### src/rtl/eye_pkg.sv
`timescale 1ns/1ps
package eye_pkg;
  localparam int DLY_W    = 8;
  localparam int CALC_W   = 10;
  localparam int UI_STEPS = 32;

  typedef struct packed {
    logic clear;
    logic process;
  } eye_strobe_t;

  // abstract 1/32 UI value -> register units through the min/max/mask model
  function automatic logic [DLY_W-1:0] scaleDly(
    input logic signed [CALC_W-1:0] d,
    input logic [DLY_W-1:0] mn,
    input logic [DLY_W-1:0] mx,
    input logic [DLY_W-1:0] msk
  );
    logic signed [CALC_W-1:0]   span;
    logic signed [CALC_W-1:0]   factor;
    logic signed [2*CALC_W-1:0] prod;
    logic signed [2*CALC_W-1:0] total;
    span   = $signed({{(CALC_W-DLY_W){1'b0}}, mx}) - $signed({{(CALC_W-DLY_W){1'b0}}, mn});
    factor = span / $signed(CALC_W'(UI_STEPS));
    prod   = d * factor;
    total  = $signed({{(2*CALC_W-DLY_W){1'b0}}, mn}) + prod;
    return total[DLY_W-1:0] & msk;
  endfunction
endpackage

### src/rtl/eye_ctrl.sv
`timescale 1ns/1ps
module eye_ctrl import eye_pkg::*; #(
  parameter int NUM_LANES = 9,
  parameter int LANE_W    = $clog2(NUM_LANES)
) (
  input  logic                 clk,
  input  logic                 rstN,
  input  logic                 start,
  input  logic [NUM_LANES-1:0] laneEn,
  input  logic                 laneShort,
  output eye_strobe_t          strb,
  output logic [LANE_W-1:0]    lane,
  output logic                 busy,
  output logic                 done
);
  localparam logic [LANE_W-1:0] LAST_LANE = LANE_W'(NUM_LANES - 1);

  typedef enum logic [1:0] {ST_IDLE, ST_RUN, ST_FIN} ctrl_state_t;
  ctrl_state_t state;

  always_comb begin
    strb         = '0;
    strb.clear   = (state == ST_IDLE) && start;
    strb.process = (state == ST_RUN) && laneEn[lane];
  end

  always_ff @(posedge clk or negedge rstN) begin
    if (!rstN) begin
      state <= ST_IDLE;
      lane  <= '0;
      done  <= 1'b0;
    end else begin
      done <= (state == ST_FIN);
      case (state)
        ST_IDLE: if (start) begin
          state <= ST_RUN;
          lane  <= '0;
        end
        ST_RUN: begin
          if (lane == LAST_LANE || (strb.process && laneShort)) state <= ST_FIN;
          else lane <= lane + LANE_W'(1);
        end
        default: state <= ST_IDLE;
      endcase
    end
  end

  assign busy = (state != ST_IDLE);
endmodule

### src/rtl/eye_datapath.sv
`timescale 1ns/1ps
module eye_datapath import eye_pkg::*; #(
  parameter int NUM_LANES = 9,
  parameter int CS_W      = 3,
  parameter int TABLE_W   = 9,
  parameter int MASK_W    = 16,
  parameter int LANE_W    = $clog2(NUM_LANES),
  parameter int IDX_W     = $clog2((2**CS_W/2)*TABLE_W)
) (
  input  logic                             clk,
  input  logic                             rstN,
  input  eye_strobe_t                      strb,
  input  logic [LANE_W-1:0]                lane,
  input  logic                             dirWrite,
  input  logic [CS_W-1:0]                  chipSel,
  input  logic [NUM_LANES-1:0][DLY_W-1:0]  leftEdge,
  input  logic [NUM_LANES-1:0][DLY_W-1:0]  rightEdge,
  input  logic [NUM_LANES-1:0][DLY_W-1:0]  wrStrobeDly,
  input  logic [DLY_W-1:0]                 minWidth,
  input  logic [DLY_W-1:0]                 scaleMin,
  input  logic [DLY_W-1:0]                 scaleMax,
  input  logic [DLY_W-1:0]                 scaleMask,
  output logic                             laneShort,
  output logic                             dlyWrEn,
  output logic [LANE_W-1:0]                dlyLane,
  output logic [DLY_W-1:0]                 leftScaled,
  output logic [DLY_W-1:0]                 rightScaled,
  output logic [DLY_W-1:0]                 eyeWidth,
  output logic [DLY_W-1:0]                 eyeCentre,
  output logic                             smallWindow,
  output logic                             errFlag,
  output logic [MASK_W-1:0]                savedMask,
  output logic [DLY_W-1:0]                 storeValue,
  output logic [IDX_W-1:0]                 storeIdx
);
  localparam logic [MASK_W-1:0] ERR_PATTERN = {{(MASK_W-NUM_LANES){1'b1}}, {NUM_LANES{1'b0}}};

  logic signed [DLY_W-1:0]  leftSel, rightSel;
  logic signed [CALC_W-1:0] leftExt, rightExt, edgeDiff, edgeSum, midPoint, minExt;
  logic [DLY_W-1:0]         leftS, rightS, widthS, centreS, minS, strobeAdd;
  logic [IDX_W-1:0]         idxNext;

  always_comb begin
    leftSel   = $signed(leftEdge[lane]);
    rightSel  = $signed(rightEdge[lane]);
    leftExt   = CALC_W'(leftSel);
    rightExt  = CALC_W'(rightSel);
    minExt    = CALC_W'($signed(minWidth));
    edgeDiff  = rightExt - leftExt;
    edgeSum   = leftExt + rightExt + $signed(CALC_W'(1));
    midPoint  = edgeSum / $signed(CALC_W'(2));
    leftS     = scaleDly(leftExt,  scaleMin, scaleMax, scaleMask);
    rightS    = scaleDly(rightExt, scaleMin, scaleMax, scaleMask);
    widthS    = scaleDly(edgeDiff, scaleMin, scaleMax, scaleMask);
    centreS   = scaleDly(midPoint, scaleMin, scaleMax, scaleMask);
    minS      = scaleDly(minExt,   scaleMin, scaleMax, scaleMask);
    laneShort = widthS < minS;
    strobeAdd = dirWrite ? wrStrobeDly[lane] : '0;
    idxNext   = IDX_W'(chipSel >> 1) * IDX_W'(TABLE_W) + IDX_W'(lane);
  end

  always_ff @(posedge clk or negedge rstN) begin
    if (!rstN) begin
      dlyWrEn     <= 1'b0;
      dlyLane     <= '0;
      leftScaled  <= '0;
      rightScaled <= '0;
      eyeWidth    <= '0;
      eyeCentre   <= '0;
      smallWindow <= 1'b0;
      errFlag     <= 1'b0;
      savedMask   <= '0;
      storeValue  <= '0;
      storeIdx    <= '0;
    end else begin
      dlyWrEn <= strb.process;
      if (strb.clear) begin
        errFlag   <= 1'b0;
        savedMask <= '0;
      end
      if (strb.process) begin
        dlyLane     <= lane;
        leftScaled  <= leftS;
        rightScaled <= rightS;
        eyeWidth    <= widthS;
        eyeCentre   <= centreS;
        smallWindow <= laneShort;
        storeValue  <= centreS + strobeAdd;
        storeIdx    <= idxNext;
        if (laneShort || errFlag) begin
          errFlag   <= 1'b1;
          savedMask <= savedMask | ERR_PATTERN;
        end else begin
          savedMask <= savedMask | (MASK_W'(1) << lane);
        end
      end
    end
  end
endmodule

### src/rtl/eye_center_calc.sv
`timescale 1ns/1ps
module eye_center_calc import eye_pkg::*; #(
  parameter int NUM_LANES = 9,
  parameter int CS_W      = 3,
  parameter int TABLE_W   = 9,
  parameter int MASK_W    = 16,
  localparam int LANE_W   = $clog2(NUM_LANES),
  localparam int IDX_W    = $clog2((2**CS_W/2)*TABLE_W)
) (
  input  logic                             clk,
  input  logic                             rstN,
  input  logic                             start,
  input  logic                             dirWrite,
  input  logic [CS_W-1:0]                  chipSel,
  input  logic [NUM_LANES-1:0]             laneEn,
  input  logic [NUM_LANES-1:0][DLY_W-1:0]  leftEdge,
  input  logic [NUM_LANES-1:0][DLY_W-1:0]  rightEdge,
  input  logic [NUM_LANES-1:0][DLY_W-1:0]  wrStrobeDly,
  input  logic [DLY_W-1:0]                 minWidth,
  input  logic [DLY_W-1:0]                 scaleMin,
  input  logic [DLY_W-1:0]                 scaleMax,
  input  logic [DLY_W-1:0]                 scaleMask,
  output logic                             busy,
  output logic                             done,
  output logic                             dlyWrEn,
  output logic [LANE_W-1:0]                dlyLane,
  output logic [DLY_W-1:0]                 leftScaled,
  output logic [DLY_W-1:0]                 rightScaled,
  output logic [DLY_W-1:0]                 eyeWidth,
  output logic [DLY_W-1:0]                 eyeCentre,
  output logic                             smallWindow,
  output logic                             errFlag,
  output logic [MASK_W-1:0]                savedMask,
  output logic [DLY_W-1:0]                 storeValue,
  output logic [IDX_W-1:0]                 storeIdx
);
  eye_strobe_t       strb;
  logic [LANE_W-1:0] lane;
  logic              laneShort;

  eye_ctrl #(.NUM_LANES(NUM_LANES), .LANE_W(LANE_W)) uCtrl (
    .clk(clk), .rstN(rstN), .start(start), .laneEn(laneEn), .laneShort(laneShort),
    .strb(strb), .lane(lane), .busy(busy), .done(done)
  );

  eye_datapath #(
    .NUM_LANES(NUM_LANES), .CS_W(CS_W), .TABLE_W(TABLE_W), .MASK_W(MASK_W),
    .LANE_W(LANE_W), .IDX_W(IDX_W)
  ) uPath (
    .clk(clk), .rstN(rstN), .strb(strb), .lane(lane), .dirWrite(dirWrite),
    .chipSel(chipSel), .leftEdge(leftEdge), .rightEdge(rightEdge),
    .wrStrobeDly(wrStrobeDly), .minWidth(minWidth), .scaleMin(scaleMin),
    .scaleMax(scaleMax), .scaleMask(scaleMask), .laneShort(laneShort),
    .dlyWrEn(dlyWrEn), .dlyLane(dlyLane), .leftScaled(leftScaled),
    .rightScaled(rightScaled), .eyeWidth(eyeWidth), .eyeCentre(eyeCentre),
    .smallWindow(smallWindow), .errFlag(errFlag), .savedMask(savedMask),
    .storeValue(storeValue), .storeIdx(storeIdx)
  );
endmodule

### config.mk
export PLATFORM = sky130hd
export DESIGN_NAME = eye_center_calc
export DESIGN_NICKNAME = d
export VERILOG_FILES = /design/src/rtl/eye_pkg.sv /design/src/rtl/eye_ctrl.sv /design/src/rtl/eye_datapath.sv /design/src/rtl/eye_center_calc.sv
export SDC_FILE = /design/constraint.sdc
export NUM_CORES = 1
export LEC_CHECK = 0
export ABC_AREA = 1
export CORE_ASPECT_RATIO = 1.75
export CORE_MARGIN = 2
export CORE_UTILIZATION = 51
export DETAILED_ROUTE_END_ITERATION = 8
export GPL_ROUTABILITY_DRIVEN = 0
export PLACE_DENSITY = 0.83
export REMOVE_ABC_BUFFERS = 1
export SETUP_SLACK_MARGIN = 0.4
export SLEW_MARGIN = 0
export SYNTH_ARGS = -nofsm -noshare
export SYNTH_HDL_FRONTEND = slang
export SYNTH_SLANG_ARGS = --single-unit
### constraint.sdc
create_clock -name clk -period 9.4 [get_ports clk]
set_clock_uncertainty 0.15 [all_clocks]
set_input_delay 1.88 -clock clk [delete_from_list [all_inputs] [get_ports clk]]
set_output_delay 1.88 -clock clk [all_outputs]
set_load 0.01 [all_outputs]
Word level (Yosys, flattened, before mapping). Cells that the tools add are included.

$add $sub $neg: 14. $mul: 6. Order comparisons: 2. Equal/unequal tests: 7. Shift operators: 1. Multiplexer cells: 21. Bitwise operators: 8. Reductions and logical operators: 13.

Operator list (number): binary-select mux 8 bit (select 4 bit) (3); adder 8 bit (6); two-way mux 16 bit (3); AND 8 bit (5); two-way mux 8 bit (4); multiplier 8 x 10 -> 8 bit (3); adder 10 x 1 -> 10 bit (2); subtractor 8 x 8 -> 9 bit (2); bitwise OR 16 bit (1); left shift 1 x 4 -> 16 bit, first input constant (1); adder 10 x 2 -> 10 bit, second input constant (1); multiplier 10 x 10 -> 8 bit (1); multiplier 9 x 10 -> 8 bit (1); adder 8 x 8 -> 9 bit (1); less-than comparator 8 bit (1); two-way mux 4 bit (2); inequality test 2 bit, second input constant (4); case mux 4 bit (2 select lines) (1); adder 6 x 4 -> 6 bit (1); multiplier 2 x 4 -> 6 bit, second input constant (1); nonzero test 2 bit (3); less-than comparator 4 x 5 -> 1 bit, second input constant (1); OR reduction 5 bit (1); adder 4 x 1 -> 4 bit, second input constant (1); 13 further kinds (22).

Bits in registers: 76. Output and inout port bits: 71. Logic and storage cells: 87.

Depth between registers and ports, before layout.
Depth after elaboration: 12. Gate-level depth with buffers: 54. Mapped depth without buffers: 52.

Cells and area by module. A second synthesis with hierarchy kept.

Cell total of the unflattened synthesis: 1719. Area total of the unflattened synthesis: 12343.1 um^2.

Modules (own cells, without submodules): eye_datapath (instances 1, cells an instance 1649, area an instance 11820.1 um^2, sequential area each 1726.7 um^2); eye_ctrl (instances 1, cells an instance 70, area an instance 523.0 um^2, sequential area each 175.2 um^2).

Worst setup path before layout. OpenSTA, ideal clock, no wires.

Kind: input-to-reg. From: in scaleMin[3]. To: reg uCtrl.lane[3]. Arrival time: 9.245 ns. Required time: 9.132 ns. Path slack: -0.113 ns. Stages: 39. Cell sequence: inv_1 ha_1 nand2_1 nand2_1 o21bai_1 nand2_1 nand3_1 a41oi_1 ha_1 nand3_1 nor2_1 inv_1 ha_1 inv_1 clkbuf_1 clkbuf_1 nand2_1 fa_1 [... 3 more ...] fa_1 ha_1 ha_1 a21oi_1 xnor2_1 xor2_1 xor2_1 inv_1 nand3_1 a21oi_1 ha_1 nand4_1 o221ai_1 nor2_1 o21ai_2 nand4_1 xor2_1 nor2_1.

Word-level cells in the longest chain between the ends: 12. Elaborated cells between the ends (all ways): 15.

RTL lines: from (decl) (RTL line eye_center_calc.sv:20) `input logic [DLY_W-1:0] scaleMin,`; subtractor 8 x 8 -> 9 bit (RTL line eye_pkg.sv:23) `span = $signed({{(CALC_W-DLY_W){1'b0}}, mx}) - $signed({{(CALC_W-DLY_W){1'b0}}, mn});`; OR reduction 5 bit (no line); AND 1 bit (no line); adder 10 x 1 -> 10 bit (no line); multiplier 9 x 10 -> 8 bit (RTL line eye_pkg.sv:25) `prod = d * factor;`; adder 8 bit (*) (RTL line eye_pkg.sv:26) `total = $signed({{(2*CALC_W-DLY_W){1'b0}}, mn}) + prod;`; AND 8 bit (*) (RTL line eye_pkg.sv:27) `return total[DLY_W-1:0] & msk;`; via uPath.widthS[7] (RTL line eye_datapath.sv:40) `logic [DLY_W-1:0] leftS, rightS, widthS, centreS, minS, strobeAdd;`; less-than comparator 8 bit (*) (RTL line eye_datapath.sv:57) `laneShort = widthS < minS;`; logical AND 1 bit (*) (RTL line eye_ctrl.sv:40) `if (lane == LAST_LANE || (strb.process && laneShort)) state <= ST_FIN;`; logical OR 1 bit (*) (RTL line eye_ctrl.sv:40); inequality test 2 bit (no line) (*); AND reduction 3 bit (no line) (*); to (signal assigned) (RTL line eye_ctrl.sv:41) `else lane <= lane + LANE_W'(1);`; to (decl) (RTL line eye_ctrl.sv:12) `output logic [LANE_W-1:0] lane,`.

The timed path passes the listed nets; every way through them passes the cells marked *. A chain may end at the register's enable or synchronous reset.

Worst setup path after layout.
From: in leftEdge[4] (netlist bit). To: reg uPath.storeValue[7].

Word-level cells in the longest chain between the ends: 10.

RTL lines: from (decl) (RTL line eye_center_calc.sv:16) `input logic [NUM_LANES-1:0][DLY_W-1:0] leftEdge,`; binary-select mux 8 bit (select 4 bit) (*) (RTL line eye_datapath.sv:44) `leftSel = $signed(leftEdge[lane]);`; two-way mux 8 bit (not written as such) (*) (RTL line eye_datapath.sv:44); adder 8 x 8 -> 9 bit (*) (RTL line eye_datapath.sv:50) `edgeSum = leftExt + rightExt + $signed(CALC_W'(1));`; adder 10 x 2 -> 10 bit (*) (RTL line eye_datapath.sv:50); AND 1 bit (no line); adder 10 x 1 -> 10 bit (no line) (*); multiplier 10 x 10 -> 8 bit (*) (RTL line eye_pkg.sv:25); adder 8 bit (*) (RTL line eye_pkg.sv:26); AND 8 bit (*) (RTL line eye_pkg.sv:27); via uPath.centreS[5] (RTL line eye_datapath.sv:40); adder 8 bit (*) (RTL line eye_datapath.sv:88) `storeValue <= centreS + strobeAdd;`; to (signal assigned) (RTL line eye_datapath.sv:88); to (decl) (RTL line eye_datapath.sv:33) `output logic [DLY_W-1:0] storeValue,`.

The timed path passes the listed nets; every way through them passes the cells marked *. The select of a mux whose other input is x is not followed.

==> impl_metrics.tcl <==
set metrics [dict create \
    drt_iter0_drc 2360 \
    cpMaxStageDelayCell "fa_1" \
    vias 16300 \
    overflow 0 \
    status "finished with violations" \
    place_hpwl_um 37800 \
    synth.most_common_cell "nand2_1" \
    clkLatencyLatePin_ns 0.35 \
    grt_pass1_wl_um 79600 \
    cts_buffer_depth 2 \
    dpl_cell_area_um2 17400 \
    relSlewSlack 0.344 \
    numCtsBuffers 9 \
    start_util 0.517 \
    finalWorstSetupSlack_ns -0.149 \
    ys.flop_type "dfrtp_1" \
    clk_pin_slew_ns 0.06 \
    synth-edff-count 0 \
    critPathArrivalTime_ns 9.64 \
    fin_crit_ns 9.55 \
    hold_class "flip-flop to flip-flop" \
    worst_pin_slew_ns 0.984 \
    wl_per_cell_um 23.9 \
    fmax_ghz 0.105 \
    rrSetupSlack_ns 0.36 \
    ant_nets 0 \
    num_io_pins 335 \
    cts_sinks 76 \
    port_buffers 333 \
    die_w_um 123 \
    drc 0 \
    violations "negative setup slack" \
    worst-setup-path-type "input port to flip-flop" \
    yosys.area.top_type "ha_1" \
    synth.avg_cell_area_um2 6.97 \
    drive_gt1_frac 0.222 \
    die_h_um 213 \
    grt_pass1_vias 15500 \
    setup_tns_ns -0.198 \
    crit_path_end_kind "flip-flop" \
    core_area_um2 24600 \
    cts_tree "yes" \
    grt_max_degree 81 \
    drv_cap 0 \
    synth.distinct_cells 48 \
    slew_violations 0 \
    clockRootBuffer "clkbuf_16" \
    area_delta_synth_final_pct 53.5 \
    yosys_warnings 0 \
    firstDrtPassIters 7 \
    crit_path_start_kind "input port" \
    async_reset_ff_frac 1.00 \
    fin_crit_sh 1.02 \
    antenna_found_initial 8 \
    gr-usage-all-layers 0.400 \
    netlist.area_leader.share 0.152 \
    synth_top_cells_by_area "ha_1, dfrtp_1, fa_1" \
    synthTopCellsByCount "nand2_1, inv_1, nor2_1, o21ai_0, ha_1" \
    die_area_um2 26300 \
    stdcell_area_um2 19600 \
    syn_inst 1829 \
    h-tree-depth 3 \
    routed_via_density 6.15 \
    nets 2842 \
    hold_viol_final 0 \
    yosys_register_bits 76 \
    slowest_delay_ns 0.58 \
    rsz0062_at_grt "true" \
    wl_um 63500 \
    setup_viol 2 \
    synth_area_um2 12700 \
    crit_path_max_fanout 2 \
    cp.required_ns 9.49 \
    ys_seq_area_frac 0.149 \
    rows 76 \
]
## registers in the layout, summed over array words and instances, names as in the netlist
signal	cells
uPath.rightScaled	8
uPath.dlyWrEn	1
uPath.savedMask	16
uPath.leftScaled	8
uPath.eyeWidth	8
uPath.storeValue	8
uCtrl.state	2
uPath.storeIdx	6
uCtrl.lane	4
uCtrl.done	1
uPath.smallWindow	1
uPath.errFlag	1
uPath.dlyLane	4
uPath.eyeCentre	8
## worst paths after layout
check                               start                   to  cells past startpoint
max in group asynchronous            rstN        uCtrl.lane[0]                      1
min                        uCtrl.state[0]           uCtrl.done                      1
min reg2reg                uCtrl.state[0]           uCtrl.done                      1
min in group asynchronous            rstN    uPath.storeIdx[5]                      1
max reg2reg                 uCtrl.lane[0]  uPath.storeValue[7]                     48
max                           leftEdge[4]  uPath.storeValue[7]                     47
## cell usage in the layout, fill, tap and decap left out, types with 28 or more instances in the layout
master	instances
ha_4	33
nand2_1	409
dfrtp_1	75
nor2_1	161
fa_1	87
clkdlybuf4s50_1	284
o21ai_0	118
nand2_2	44
xor2_1	46
buf_4	202
o21ai_1	38
ha_1	118
inv_1	251
nand3_1	48
o22ai_1	42
inv_2	46
nand3_2	28
dlymetal6s2s_1	45
xnor2_1	36
## critical path: cells and delay by family
family	cells	cell delay [ns]
AO/OA/AOI/OAI	5	0.55
XOR/XNOR	1	0.16
AND/OR/NAND/NOR	18	1.85
buffers and inverters	12	1.60
adder cells (fa/ha/maj)	11	3.62
## layout make-up
cell class / count / area [um^2]
Fill cell: 1395 / 5070
Antenna cell: 6 / 15.0
Multi-Input combinational cell: 1376 / 10500
Timing Repair Buffer: 559 / 5250
Sequential cell: 76 / 1900
Inverter: 306 / 1170
Tap cell: 312 / 390
Clock buffer: 10 / 239
Clock inverter: 6 / 63.8
## routing by layer
metal	track usage	share of wire	up-vias
met3	0.136	0.13	649
met4	0.355	0.12	10
met5	0	0.0022	-
li1	-	-	6771
met1	0.378	0.30	7437
met2	0.670	0.45	1440
## logic make-up after synthesis
family                     Yosys count  synth area share
adders and majority gates          250             0.302
DFF                                 76             0.149
buffers and inverters              377             0.117
xor gates and xnor gates            91            0.0632
AOI/OAI and AO/OA                  291             0.128
and+or+nand+nor                    744             0.241
## stage by stage
stage	setup WS, ns	std cells	hold slack, ns	util
4_1_cts	0.355	2617	0.290	0.750
2_1_floorplan	-0.381	1758	0.272	-
6_report	-0.149	2651	0.290	0.794
3_5_place_dp	-0.707	2565	0.283	0.704
3_3_place_gp	-0.442	2565	0.280	0.704
5_1_grt	-0.278	2648	0.341	0.794
## repair_timing
item,4_1_cts,5_1_grt
pin swaps,65,148
hold endpoints to repair,0,0
setup endpoints to repair,28,30
buffers inserted,36,28
gates resized for setup,121,278
hold buffers,0,0
Power is not shown: default switching activity piles up to over one toggle a cycle in this logic, so the estimate is an artifact.
